## config.mk

```make
export PLATFORM = sky130hd
export DESIGN_NAME = phy_pd_arbiter
export DESIGN_NICKNAME = d
export VERILOG_FILES = /design/src/rtl/phy_pd_pkg.sv /design/src/rtl/pd_state_decode.sv /design/src/rtl/pd_source_select.sv /design/src/rtl/pd_req_fsm.sv /design/src/rtl/phy_pd_arbiter.sv
export SDC_FILE = /design/constraint.sdc
export NUM_CORES = 1
export LEC_CHECK = 0
export BUFFER_PORTS_ARGS = -buffer_cell sky130_fd_sc_hd__buf_2
export CAP_MARGIN = 20
export CORE_MARGIN = 5
export CORE_UTILIZATION = 45
export CTS_BUF_LIST = sky130_fd_sc_hd__clkbuf_8
export CTS_CLUSTER_SIZE = 25
export DETAILED_ROUTE_END_ITERATION = 16
export PLACE_DENSITY = 0.81
export SETUP_SLACK_MARGIN = 0.15
export SYNTH_ARGS = -nofsm -noshare
export SYNTH_HDL_FRONTEND = slang
export SYNTH_SLANG_ARGS = --single-unit
```

## constraint.sdc

```tcl
create_clock -name clk -period 3.1 [get_ports clk]
set_input_delay 0.62 -clock clk [delete_from_list [all_inputs] [get_ports clk]]
set_output_delay 0.62 -clock clk [all_outputs]
set_load 0.02 [all_outputs]
```

## src/rtl/phy_pd_pkg.sv

```systemverilog
package phy_pd_pkg;

  typedef enum logic [1:0] {
    SRC_NONE  = 2'd0,
    SRC_STATE = 2'd1,
    SRC_SW    = 2'd2,
    SRC_QCH   = 2'd3
  } pd_src_e;

  typedef enum logic [1:0] {
    FSM_IDLE  = 2'd0,
    FSM_REQ   = 2'd1,
    FSM_DRAIN = 2'd2
  } pd_fsm_e;

endpackage

```

## src/rtl/pd_state_decode.sv

```systemverilog
module pd_state_decode #(
  parameter int WAKE_W  = 4,
  parameter int STATE_W = 3,
  parameter int NUM_LP  = 5
) (
  input  logic [STATE_W-1:0]       mem_state,
  input  logic [NUM_LP*WAKE_W-1:0] state_wake,
  input  logic                     clkstop_en,
  input  logic                     maxpd_en,
  output logic                     lp_valid,
  output logic [WAKE_W-1:0]        lp_code
);

  logic [NUM_LP-1:0] hit;

  // State k+1 maps to slot k; the shallowest and deepest slots are optional.
  for (genvar k = 0; k < NUM_LP; k++) begin : g_slot
    logic allowed;
    if (k == 0) begin : g_first
      assign allowed = clkstop_en;
    end else if (k == NUM_LP - 1) begin : g_last
      assign allowed = maxpd_en;
    end else begin : g_mid
      assign allowed = 1'b1;
    end
    assign hit[k] = allowed && (mem_state == STATE_W'(k + 1));
  end

  always_comb begin
    lp_code = '0;
    for (int k = 0; k < NUM_LP; k++) begin
      if (hit[k]) lp_code = state_wake[k*WAKE_W +: WAKE_W];
    end
  end

  assign lp_valid = |hit;

endmodule

```

## src/rtl/pd_source_select.sv

```systemverilog
module pd_source_select
  import phy_pd_pkg::*;
#(
  parameter int WAKE_W  = 4,
  parameter int STATE_W = 3
) (
  input  logic               qch_pd_req,
  input  logic [WAKE_W-1:0]  qch_wake_tie,
  input  logic               sw_pd_req,
  input  logic [WAKE_W-1:0]  sw_wake,
  input  logic               lp_valid,
  input  logic [WAKE_W-1:0]  lp_code,
  input  logic [STATE_W-1:0] mem_state,
  output pd_src_e            sel_src,
  output logic [WAKE_W-1:0]  sel_code,
  output logic [STATE_W-1:0] sel_state
);

  always_comb begin
    sel_src   = SRC_NONE;
    sel_code  = '0;
    sel_state = '0;
    if (qch_pd_req) begin
      sel_src  = SRC_QCH;
      sel_code = qch_wake_tie;
    end else if (sw_pd_req) begin
      sel_src  = SRC_SW;
      sel_code = sw_wake;
    end else if (lp_valid) begin
      sel_src   = SRC_STATE;
      sel_code  = lp_code;
      sel_state = mem_state;
    end
  end

endmodule

```

## src/rtl/pd_req_fsm.sv

```systemverilog
module pd_req_fsm
  import phy_pd_pkg::*;
#(
  parameter int WAKE_W  = 4,
  parameter int STATE_W = 3
) (
  input  logic               clk,
  input  logic               rst,
  input  pd_src_e            sel_src,
  input  logic [WAKE_W-1:0]  sel_code,
  input  logic [STATE_W-1:0] sel_state,
  input  logic               phy_ack,
  output logic               phy_pd_req,
  output logic [WAKE_W-1:0]  phy_wake,
  output logic               busy
);

  pd_fsm_e            fsm_q, fsm_d;
  pd_src_e            held_src_q;
  logic [STATE_W-1:0] held_state_q;
  logic [WAKE_W-1:0]  wake_q;
  logic               req_q, busy_q;
  logic               changed, load;

  assign changed = (sel_src != held_src_q) || (sel_code != wake_q) ||
                   (sel_state != held_state_q);

  always_comb begin
    fsm_d = fsm_q;
    load  = 1'b0;
    case (fsm_q)
      FSM_IDLE: begin
        if (sel_src != SRC_NONE && !phy_ack) begin
          fsm_d = FSM_REQ;
          load  = 1'b1;
        end
      end
      FSM_REQ: begin
        if (sel_src == SRC_NONE || changed) fsm_d = FSM_DRAIN;
      end
      FSM_DRAIN: begin
        if (!phy_ack) fsm_d = FSM_IDLE;
      end
      default: fsm_d = FSM_IDLE;
    endcase
  end

  always_ff @(posedge clk) begin
    if (rst) begin
      fsm_q        <= FSM_IDLE;
      held_src_q   <= SRC_NONE;
      held_state_q <= '0;
      wake_q       <= '0;
      req_q        <= 1'b0;
      busy_q       <= 1'b0;
    end else begin
      fsm_q  <= fsm_d;
      req_q  <= (fsm_d == FSM_REQ);
      busy_q <= (fsm_d != FSM_IDLE);
      if (load) begin
        held_src_q   <= sel_src;
        held_state_q <= sel_state;
        wake_q       <= sel_code;
      end
    end
  end

  assign phy_pd_req = req_q;
  assign phy_wake   = wake_q;
  assign busy       = busy_q;

  a_r1_reset_quiet: assert property (@(posedge clk) disable iff (rst)
    $past(rst) |-> (!phy_pd_req && !busy && phy_wake == '0));

  a_r2_req_needs_source: assert property (@(posedge clk) disable iff (rst)
    $rose(phy_pd_req) |-> $past(sel_src != SRC_NONE));

  a_r3_code_on_rise: assert property (@(posedge clk) disable iff (rst)
    $rose(phy_pd_req) |-> phy_wake == $past(sel_code));

  a_r7_wake_stable: assert property (@(posedge clk) disable iff (rst)
    (phy_pd_req && $past(phy_pd_req)) |-> $stable(phy_wake));

  a_r8_rise_after_ack_low: assert property (@(posedge clk) disable iff (rst)
    $rose(phy_pd_req) |-> !$past(phy_ack));

  a_r9_held_matches_sel: assert property (@(posedge clk) disable iff (rst)
    (phy_pd_req && $past(phy_pd_req)) |-> $past(sel_code) == phy_wake);

  a_r10_busy_covers_req: assert property (@(posedge clk) disable iff (rst)
    phy_pd_req |-> busy);

endmodule

```

## src/rtl/phy_pd_arbiter.sv

```systemverilog
module phy_pd_arbiter
  import phy_pd_pkg::*;
#(
  parameter int WAKE_W  = 4,
  parameter int STATE_W = 3,
  parameter int NUM_LP  = 5
) (
  input  logic                     clk,
  input  logic                     rst,
  input  logic [STATE_W-1:0]       mem_state,
  input  logic [NUM_LP*WAKE_W-1:0] state_wake,
  input  logic                     clkstop_en,
  input  logic                     maxpd_en,
  input  logic                     sw_pd_req,
  input  logic [WAKE_W-1:0]        sw_wake,
  input  logic                     qch_pd_req,
  input  logic [WAKE_W-1:0]        qch_wake_tie,
  input  logic                     phy_ack,
  output logic                     phy_pd_req,
  output logic [WAKE_W-1:0]        phy_wake,
  output logic                     busy
);

  logic               lp_valid;
  logic [WAKE_W-1:0]  lp_code;
  pd_src_e            sel_src;
  logic [WAKE_W-1:0]  sel_code;
  logic [STATE_W-1:0] sel_state;

  pd_state_decode #(.WAKE_W(WAKE_W), .STATE_W(STATE_W), .NUM_LP(NUM_LP)) u_decode (
    .mem_state  (mem_state),
    .state_wake (state_wake),
    .clkstop_en (clkstop_en),
    .maxpd_en   (maxpd_en),
    .lp_valid   (lp_valid),
    .lp_code    (lp_code)
  );

  pd_source_select #(.WAKE_W(WAKE_W), .STATE_W(STATE_W)) u_select (
    .qch_pd_req   (qch_pd_req),
    .qch_wake_tie (qch_wake_tie),
    .sw_pd_req    (sw_pd_req),
    .sw_wake      (sw_wake),
    .lp_valid     (lp_valid),
    .lp_code      (lp_code),
    .mem_state    (mem_state),
    .sel_src      (sel_src),
    .sel_code     (sel_code),
    .sel_state    (sel_state)
  );

  pd_req_fsm #(.WAKE_W(WAKE_W), .STATE_W(STATE_W)) u_fsm (
    .clk        (clk),
    .rst        (rst),
    .sel_src    (sel_src),
    .sel_code   (sel_code),
    .sel_state  (sel_state),
    .phy_ack    (phy_ack),
    .phy_pd_req (phy_pd_req),
    .phy_wake   (phy_wake),
    .busy       (busy)
  );

endmodule

```

Word level (Yosys, flattened, before mapping)
Index checks and enable logic that the tools add are counted.
- output and inout port bits: 6
- logic and storage cells: 49
- flip-flop bits (word level): 13
- reductions and logical operators: 12
- muxes and demuxes: 20
- eq/ne operators: 11
- operator list (operator ; count):
    4-bit two-way mux ; 8
    2-bit two-way mux ; 5
    3-bit two-way mux ; 3
    3-bit by 2-bit equality test with 1-bit output, second input constant ; 2
    3-bit equality test, second input constant ; 2
    2-bit case mux with 3 select lines ; 1
    5-bit OR reduction ; 1
    2-bit by 1-bit equality test with 1-bit output, second input constant ; 2
    2-bit logical NOT ; 2
    4-bit != test ; 1
    2-bit nonzero test ; 2
    3-bit by 1-bit equality test with 1-bit output, second input constant ; 1
    1-bit logical AND ; 3
    1-bit logical OR ; 3
    1-bit two-way mux ; 3
    3-bit != test ; 1
    2-bit equality test, second input constant ; 1
    2-bit != test ; 1
    1-bit logical NOT ; 1

Depth between registers and ports, before layout
- word-level depth: 17
- mapped depth: 8
- gate-level depth less buffers: 6

Modules after synthesis
Synthesis repeated with hierarchy kept, for this count alone.
- cells, all modules: 118
- area total of the unflattened synthesis: 1004.7 um2
- modules (own cells, without submodules) (module ; sequential area each (um2) ; cells an instance ; area an instance (um2) ; times used):
    pd_req_fsm ; 260.2 ; 59 ; 583.1 ; 1
    pd_state_decode ; 0.0 ; 34 ; 252.7 ; 1
    pd_source_select ; 0.0 ; 25 ; 168.9 ; 1

Worst setup path before layout
OpenSTA, ideal clock, no wires.
- path type: input-to-reg
- start point: input mem_state[2]
- end point: register u_fsm.fsm_q[1]
- library setup time: 0.153 ns
- path buffers: 2
- stages on the path: 8
- data arrival time: 2.111 ns
- path slack: 0.836 ns
- path through: buf_2 buf_4 nand4b_1 o21ai_0 a311o_1 mux2i_1 nor4b_1 a41oi_1
- cells in the longest elaborated chain, start to end: 16
- RTL lines (what ; RTL line ; text):
    start: declaration ; phy_pd_arbiter.sv:10 ; input logic [STATE_W-1:0] mem_state,
    3-bit by 1-bit equality test with 1-bit output ; pd_state_decode.sv:26 ; assign hit[k] = allowed && (mem_state == STATE_W'(k + 1));
    1-bit logical AND ; pd_state_decode.sv:26 ;
    4-bit two-way mux (5 in a row) ; pd_state_decode.sv:32 ; if (hit[k]) lp_code = state_wake[k*WAKE_W +: WAKE_W];
    4-bit two-way mux ; pd_source_select.sv:29 ; end else if (lp_valid) begin
    4-bit two-way mux ; pd_source_select.sv:26 ; end else if (sw_pd_req) begin
    4-bit two-way mux ; pd_source_select.sv:23 ; if (qch_pd_req) begin
    4-bit != test ; pd_req_fsm.sv:25 ; assign changed = (sel_src != held_src_q) || (sel_code != wake_q) ||
    1-bit logical OR (2 in a row) ; pd_req_fsm.sv:25 ;
    1-bit logical OR ; pd_req_fsm.sv:39 ; if (sel_src == SRC_NONE || changed) fsm_d = FSM_DRAIN;
    2-bit two-way mux ; pd_req_fsm.sv:39 ;
    2-bit case mux with 3 select lines (*) ; pd_req_fsm.sv:31 ; case (fsm_q)
    end signal: assignment ; pd_req_fsm.sv:57 ; fsm_q <= fsm_d;
    end: declaration ; pd_req_fsm.sv:18 ; pd_fsm_e fsm_q, fsm_d;
Every way passes the cells marked *; elsewhere a longest branch is shown, timed or not.
A chain may end at the register's enable or synchronous reset.

Worst setup path in the final report
Same ends and word-level chain as after synthesis.

==> impl_metrics.json <==
{
  "status": "complete, no violations",
  "start_util_pct": 47.1,
  "fin_skew_ns": 0.00254,
  "p_sw_uw": 155,
  "n_fill_cell": 197,
  "period_share_pct": 75.0,
  "layout.nets": 211,
  "p_clk_share_pct": 30.6,
  "peakVddDrop_uv": 303,
  "place_congestion": 0.915,
  "multi_input_area_sq_um": 711,
  "vias": 1195,
  "synth_seq_cells": 13,
  "postCtsSetupBuffers": 0,
  "drt_wl_total_mm": 3.00,
  "hpwlAfterDp_mm": 2.40,
  "grt_pass1_vias": 1140,
  "route.detailed.drc": 0,
  "synth_top_area_cell": "dfxtp_1",
  "diodes": 0,
  "cts_buffers": 3,
  "tns_ns": 0,
  "highest_layer": "met4",
  "worstPathMaxFanout": 19,
  "syn_to_final_growth_pct": 25.9,
  "synth_common_cells": "16 x nor2_1, 13 x dfxtp_1, 7 x a22oi_1, 7 x o21ai_0",
  "coreArea_sq_um": 2190,
  "cts_buffer_depth": 2,
  "wl_met2_mm": 1.49,
  "dr_wl_met3_microns": 216,
  "first_pass_iters": 4,
  "drt-initial-drc-count": 50,
  "grt_usage_pct": 17.9,
  "ys_warn_count": 0,
  "antenna_found_initial": 0,
  "yosys-top-cells-area": "dfxtp_1 25%, nor2_1 5.8%, a22oi_1 5.1%",
  "syn_inst": 130,
  "postSynthAreaPerCell_sq_um": 7.94,
  "p_int_uw": 333,
  "syn_nets": 168,
  "slew_headroom_pct": 63.0,
  "wire_per_inst_microns": 15.0,
  "grt_pass1_wl_mm": 4.75,
  "end_kind": "register",
  "maxCapViolCount": 0,
  "hold_viol": 0,
  "netlist_area_sq_um": 1030,
  "synth.distinct_cells": 50,
  "num_rows": 17,
  "die_h_microns": 57.9,
  "die_area_sq_um": 3350,
  "clk_latency_ns": 0.25,
  "synth_edf_count": 0,
  "cts_tree": "yes",
  "drive_gt1_share_pct": 30.8,
  "wl_met1_mm": 1.23,
  "viasPerCell": 5.98,
  "seqPwrFrac_pct": 38.7,
  "tightest_slew_ns": 0.555,
  "comb_power_share_pct": 30.7,
  "seq_area_frac_synth_pct": 25.2,
  "regArea_sq_um": 260,
  "grt_max_degree": 20,
  "hold-path-cell-count": 2,
  "synth_top_area_share_pct": 25.2,
  "rsz0062_at_grt": "no",
  "switching_share_pct": 31.7,
  "ys.flop_type": "dfxtp_1",
  "min_path_type": "register to register",
  "root_buffer": "clkbuf_8",
  "r2r_cells": 5,
  "fmax_mhz": 430,
  "ant_nets": 0,
  "synth-async-reset-ratio_pct": 0,
  "port_buffers": 43,
  "leakage_uw": 0.000571,
  "cts_sinks": 13,
  "pin_count": 44,
  "h-tree-depth": 1,
  "arrival_ns": 2.42,
  "grt_overflow_total": 0,
  "slew_violations": 0,
  "yosysMostFrequentCell": "nor2_1",
  "critPathRequiredTime_ns": 3.19,
  "fp.dieW_microns": 57.9,
  "cts_resized": 0,
  "setup_viol": 0,
  "power_density_nw_per_um2": 375,
  "path_class": "input port to register",
  "min_period_ns": 2.32,
  "fin_util_pct": 59.3,
  "cts_hold_buffers": 0,
  "cts.clk_slew.worst_paths_ns": 0.05,
  "start_kind": "input port"
}
## state kept, by name, indices dropped and copies added, names as in the netlist
| signal | cells |
|---|---|
| u_fsm.phy_wake | 4 |
| u_fsm.held_state_q | 3 |
| u_fsm.fsm_q | 2 |
| u_fsm.held_src_q | 2 |
| u_fsm.busy | 1 |
| u_fsm.phy_pd_req | 1 |
## cells by family after synthesis
logic type      Yosys count  share of synthesized area (%)
mux                       1                          0.970
xor+xnor                  2                           1.70
simple gates             53                           29.9
compound gates           49                           36.2
buf+inv                  12                           5.94
flops                    13                           25.2
## stage by stage
stage                     area (sq um)  instances  hold WS, ns  total power (uW)  worst slack [ns]
after detailed placement          1250        196        0.522               341             0.522
after global routing              1300        200        0.548               512             0.497
final                             1300        200        0.537               488             0.776
after global placement            1250        196        0.511               335             0.560
after floorplan                   1030        130        0.482               288             0.836
after CTS                         1300        200        0.535               495             0.765
## cell usage in the layout (no fill, tap or decap), types with 3 or more instances in the layout
cell       n
o21ai_0    7
a31oi_1    3
buf_2     43
nand3_1    3
nor2_1    16
a22oi_1    7
nand4b_1   3
nand2_1    5
inv_1      6
a311oi_1   3
clkbuf_8   3
a21oi_1    5
nor2b_1    4
and3_1     3
nand2b_1   4
dfxtp_1   13
nand3b_1   3
## cell type report
cell class / count / area share [%]
Multi-Input combinational cell: 105 / 54.7
Inverter: 5 / 1.44
Clock inverter: 1 / 0.289
Clock buffer: 3 / 3.18
Tap cell: 28 / 2.69
Sequential cell: 13 / 20.0
Timing Repair Buffer: 45 / 17.7
## power groups by stage
stage / registers, uW / clock network, uW / logic (uW)
final: 189 / 149 / 150
after floorplan: 200 / 0 / 87.4
after global placement: 192 / 0 / 143
after global routing: 191 / 157 / 164
after CTS: 189 / 157 / 149
after detailed placement: 192 / 0 / 149
## layer usage
metal / GRT usage, % / up-vias
met1: 20.6 / 553
met2: 30.2 / 39
met4: 10.3 / 0
met5: 0 / -
li1: - / 595
met3: 4.01 / 8
## worst paths after layout
path | slack (ns) | from | to
worst min-delay path | 0.54 | u_fsm.held_state_q[1] | u_fsm.held_state_q[1]
worst max register to register | 1.47 | u_fsm.held_src_q[0] | u_fsm.fsm_q[1]
worst max-delay path | 0.78 | mem_state[2] | u_fsm.fsm_q[1]
worst min register to register | 0.54 | u_fsm.held_state_q[1] | u_fsm.held_state_q[1]
## worst max-delay path, stage by stage
cell and delay [ns]:
buf_2 0.26, nor2b_1 0.32, a2bb2oi_2 0.13, a311o_1 0.33
mux2i_1 0.13, nor4b_1 0.45, a41oi_1 0.18
No activity file was read; power rests on OpenSTA's default activity.
